**src/rtl/bcd_rtc_counter.sv**
```systemverilog
module bcd_rtc_counter (
  input  logic       clk,
  input  logic       rst_n,
  input  logic       tick,
  input  logic       halt,
  input  logic       load,
  input  logic [7:0] ld_sec,
  input  logic [7:0] ld_min,
  input  logic [7:0] ld_hour,
  input  logic [7:0] ld_dow,
  input  logic [7:0] ld_date,
  input  logic [7:0] ld_mon,
  input  logic [7:0] ld_year,
  output logic [7:0] sec,
  output logic [7:0] min,
  output logic [7:0] hour,
  output logic [7:0] dow,
  output logic [7:0] date,
  output logic [7:0] mon,
  output logic [7:0] year
);

  function automatic logic [7:0] bcd_inc(input logic [7:0] v);
    return (v[3:0] == 4'd9) ? {v[7:4] + 4'd1, 4'd0} : {v[7:4], v[3:0] + 4'd1};
  endfunction

  logic       adv, leap, sec_top, min_top, hour_top, day_end, mon_top;
  logic       c_min, c_hour, c_day, c_mon, c_year;
  logic [7:0] last_day;

  assign adv      = tick & ~halt & ~load;
  assign sec_top  = (sec  == 8'h59);
  assign min_top  = (min  == 8'h59);
  assign hour_top = (hour == 8'h23);
  assign mon_top  = (mon  == 8'h12);

  // a BCD year is a multiple of four when: even tens with ones 0/4/8, odd tens with ones 2/6
  assign leap = year[4] ? (year[3:0] == 4'd2 || year[3:0] == 4'd6)
                        : (year[3:0] == 4'd0 || year[3:0] == 4'd4 || year[3:0] == 4'd8);

  always_comb begin
    case (mon)
      8'h02:                      last_day = leap ? 8'h29 : 8'h28;
      8'h04, 8'h06, 8'h09, 8'h11: last_day = 8'h30;
      default:                    last_day = 8'h31;
    endcase
  end

  assign day_end = (date == last_day);
  assign c_min   = adv    & sec_top;
  assign c_hour  = c_min  & min_top;
  assign c_day   = c_hour & hour_top;
  assign c_mon   = c_day  & day_end;
  assign c_year  = c_mon  & mon_top;

  always_ff @(posedge clk) begin
    if (!rst_n) begin
      sec  <= 8'h00;
      min  <= 8'h00;
      hour <= 8'h00;
      dow  <= 8'h01;
      date <= 8'h01;
      mon  <= 8'h01;
      year <= 8'h00;
    end else if (load) begin
      sec  <= ld_sec;
      min  <= ld_min;
      hour <= ld_hour;
      dow  <= ld_dow;
      date <= ld_date;
      mon  <= ld_mon;
      year <= ld_year;
    end else begin
      if (adv)    sec  <= sec_top  ? 8'h00 : bcd_inc(sec);
      if (c_min)  min  <= min_top  ? 8'h00 : bcd_inc(min);
      if (c_hour) hour <= hour_top ? 8'h00 : bcd_inc(hour);
      if (c_day) begin
        dow  <= (dow == 8'h07) ? 8'h01 : dow + 8'h01;
        date <= day_end ? 8'h01 : bcd_inc(date);
      end
      if (c_mon)  mon  <= mon_top  ? 8'h01 : bcd_inc(mon);
      if (c_year) year <= (year == 8'h99) ? 8'h00 : bcd_inc(year);
    end
  end

endmodule

```
**config.mk**
```make
export PLATFORM = sky130hd
export DESIGN_NAME = bcd_rtc_counter
export DESIGN_NICKNAME = d
export VERILOG_FILES = /design/src/rtl/bcd_rtc_counter.sv
export SDC_FILE = /design/constraint.sdc
export NUM_CORES = 1
export LEC_CHECK = 0
export BUFFER_PORTS_ARGS = -buffer_cell sky130_fd_sc_hd__buf_4
export CORE_MARGIN = 4
export CORE_UTILIZATION = 45
export CTS_BUF_LIST = sky130_fd_sc_hd__clkbuf_8 sky130_fd_sc_hd__clkbuf_16
export DETAILED_ROUTE_END_ITERATION = 10
export PLACE_DENSITY = 0.73
export SLEW_MARGIN = 20
export SYNTH_ARGS = -nofsm -noshare
export SYNTH_HDL_FRONTEND = slang
export SYNTH_SLANG_ARGS = --single-unit
```
**constraint.sdc**
```tcl
create_clock -name clk -period 5.7 [get_ports clk]
set_clock_uncertainty 0.1 [all_clocks]
set_input_delay 1.14 -clock clk [delete_from_list [all_inputs] [get_ports clk]]
set_output_delay 1.14 -clock clk [all_outputs]
set_load 0.01 [all_outputs]
```
==> flow_results.org <==
** Logic synthesis
- Synth warnings :: 0
- Top_reg_cell synth :: dfxtp_1
- The number of nets handed over by synthesis was 567.
- The synthesized design contains 56 register bits.
- Synth Instances :: 487
- Average instance area after synthesis :: 7.774 um2
- Post-Synthesis Cell Area :: 0.003786 mm2
- Yosys mapped a number of flops with a built-in enable equal to 0.
- The share of the Yosys chip area taken by registers is 0.2961.
- Share of flip-flops with an asynchronous set or reset after synthesis :: 0
- Count of distinct cell types in the synthesized netlist :: 70

** Timing
- Final Slew Violations :: 0
- Worst Max-Slew Pin Slew :: 0.8481 ns
- Final period demand of the worst path :: 4.025 ns
- Setup repair after global routing left no endpoint under its margin.
- Hold violation count in the final report :: 0
- Final Setup Violations :: 0
- Fin Setup TNS :: 0 ns
- Measured against its own limit, the worst slew margin works out to 0.4325.
- Final period utilization :: 0.7061
- Timing would allow up to 248.5 MHz.

** Final layout
- Commonest cells after routing, fill and taps aside :: 121 x buf_4, 56 x dfxtp_1, 51 x nand2_1
- Summing all multi-input logic gate instances after layout gives 0.002462 mm2.
- The sequential cells in the finished layout cover a total of 0.001121 mm2.
- 0 antenna diodes ended up in the layout.
- At the end of the flow, the number of nets in the layout was 667.
- Fraction of layout cells with a size suffix above 1 :: 0.2381
- Leading cell type in the layout, fill and taps excluded :: buf_4
- Counting the fill cells in the layout gives 751.
- From synthesis to final layout, the design area changed by 27.23%.

** Floorplan
- Measured along the y axis, the die boundary spans 99.73 um.
- Placement Rows :: 33
- Die span in x :: 99.73 um
- I/O pin cnt :: 117
- The core region is 0.008217 mm2.
- The die covers 0.009945 mm2.
- The initial utilization of the core area, before any placement, comes to 0.4608.

** Route
- Number of DRC violations after detailed-routing iteration 0 :: 226
- Via density per instance :: 6.019
- The first TritonRoute pass finished after 6 iterations.
- For this block, the routed nets add up to 11.42 mm of wire.
- The count of nets left with antenna violations once routing finished came out at 0.
- After detailed routing, the average wire length per cell comes to 16.48 um.
- For this block, the via count after detailed routing is 4171.
- Residual DRC :: 0

** Global route
- Entering global routing, the biggest net connects 58 pins.
- Remaining global-route overflow :: 0
- The number of global-route vias before repair is 3860.
- The number of antenna violations at the first check in global routing is 0.
- For this run, the total global-route usage over all layers was measured as 0.2204.
- The first global-routing pass estimated 18.26 mm of wire.

** Setup path
- The worst setup path is captured at a register.
- Maximum fanout encountered on the critical timing path :: 57
- STA classifies the critical path startpoint as an input pin.
- Data on the critical path is required at its endpoint by 5.83 ns.
- For the worst setup path, the data arrival time is 4.16 ns.
- Classification of the worst setup path :: input pin to register

** Min path
- Worst hold path type :: register to register

** Clock network
- After clock tree synthesis, the flow added hold-fix buffers numbering 0.
- Clock latency reported for the late side of the worst-skew pair :: 0.31 ns
- Sinks on Clock Net :: 56
- Clock slew seen by the registers of the worst setup and hold paths :: 0.10 ns
- After clock tree synthesis, the repair step resized 0 gates.
- Clock Path Buffers :: 2
- The H-tree was split into 2 levels.
- TritonCTS clock tree :: done
- Total setup buffers inserted after CTS :: 0
- Clock root buffer master :: clkbuf_8
- Counting the buffers created by CTS gives 5.

** Flow run
- The tool flagged a number of max-cap violations equal to 0.

** Outcome
- The run finished with clean final reports.

** Placed design
- In this run the tool buffered the top-level ports with 116 buffer cells.
- At the end of routability-driven placement, the weighted congestion stood at 0.8962.
- After legalization and detailed placement, the total HPWL measured 8.170 mm.

** Power
- Power comes to 923.6 uW.
- Areal power density over the cells :: 191.7 mW/mm2
- Across the VDD grid, the largest voltage drop is 114.1 uV.
- Summed over all cells, the static leakage comes to 0.002000 uW.
## cells in the mapped netlist (all sizes together), types with 13 or more instances
cell type	number	area (um2)
dfxtp	56	1121
clkbuf	22	82.58
ha	19	237.7
o211ai	13	97.59
inv	21	78.83
nor3	19	95.09
nand2	51	191.4
a211oi	17	132.6
nor2	43	161.4
o21ai	34	170.2
a21oi	21	105.1
nand3	22	110.1
## state kept, by name, summed over array words and instances, names as in the netlist
signal  cells
date        8
sec         8
mon         8
hour        8
min         8
year        8
dow         8
## metrics by stage
stage	std cells	instance area, um2	util	hold slack (ns)	setup slack, ns
after floorplan	487	3786	-	0.4125	2.513
after global placement	685	4710	0.5732	0.3957	1.675
after detailed placement	685	4710	0.5732	0.4153	1.419
after CTS	693	4817	0.5863	0.4316	1.739
after global routing	693	4817	0.5863	0.4675	1.428
final	693	4817	0.5863	0.4216	1.675
## metal layers
metal,up-vias,GRT usage,share of wire
met1,1975,0.2887,0.43
met5,-,0,0
met2,160,0.3674,0.48
li1,2023,-,-
met4,0,0.05987,0.010
met3,13,0.04488,0.079
## worst paths after layout
| check | from | end | slack [ns] | depth (start not counted) |
|---|---|---|---|---|
| worst max-delay path | load | mon[2] | 1.68 | 7 |
| worst min-delay path | dow[7] | dow[7] | 0.42 | 2 |
| worst max register to register | hour[4] | mon[2] | 2.14 | 8 |
| worst min register to register | dow[7] | dow[7] | 0.42 | 2 |
## where the power goes
group / switching [uW] / internal, uW / total (uW)
logic: 104 / 104 / 208
clock network: 131 / 129 / 260
registers: 40.2 / 415 / 455
total: 275 / 648 / 924
## final cells by class
class / count / share of cell area
multi-input combinational: 380 / 0.5112
sequential: 56 / 0.2327
timing repair buffer: 121 / 0.1886
tap: 105 / 0.02727
inverter: 23 / 0.01792
clock buffer: 5 / 0.01429
clock inverter: 3 / 0.008052
## worst max-delay path, stage by stage
cell      delay (ns)
buf_4           0.47
clkinv_1        0.21
a211o_1         0.35
nor2_1          0.67
inv_1           0.49
or4_1           0.60
a31oi_1         0.20
## cell families after synthesis
family,count (synthesis),synth area share
AO/OA/AOI/OAI,143,0.2683
XOR/XNOR,10,0.02313
adder cells (fa/ha/maj),19,0.06279
buffers and inverters,51,0.05354
flip-flops,56,0.2961
multiplexers,4,0.01058
AND/OR/NAND/NOR,204,0.2855
Power figures use the tool's default switching activity.
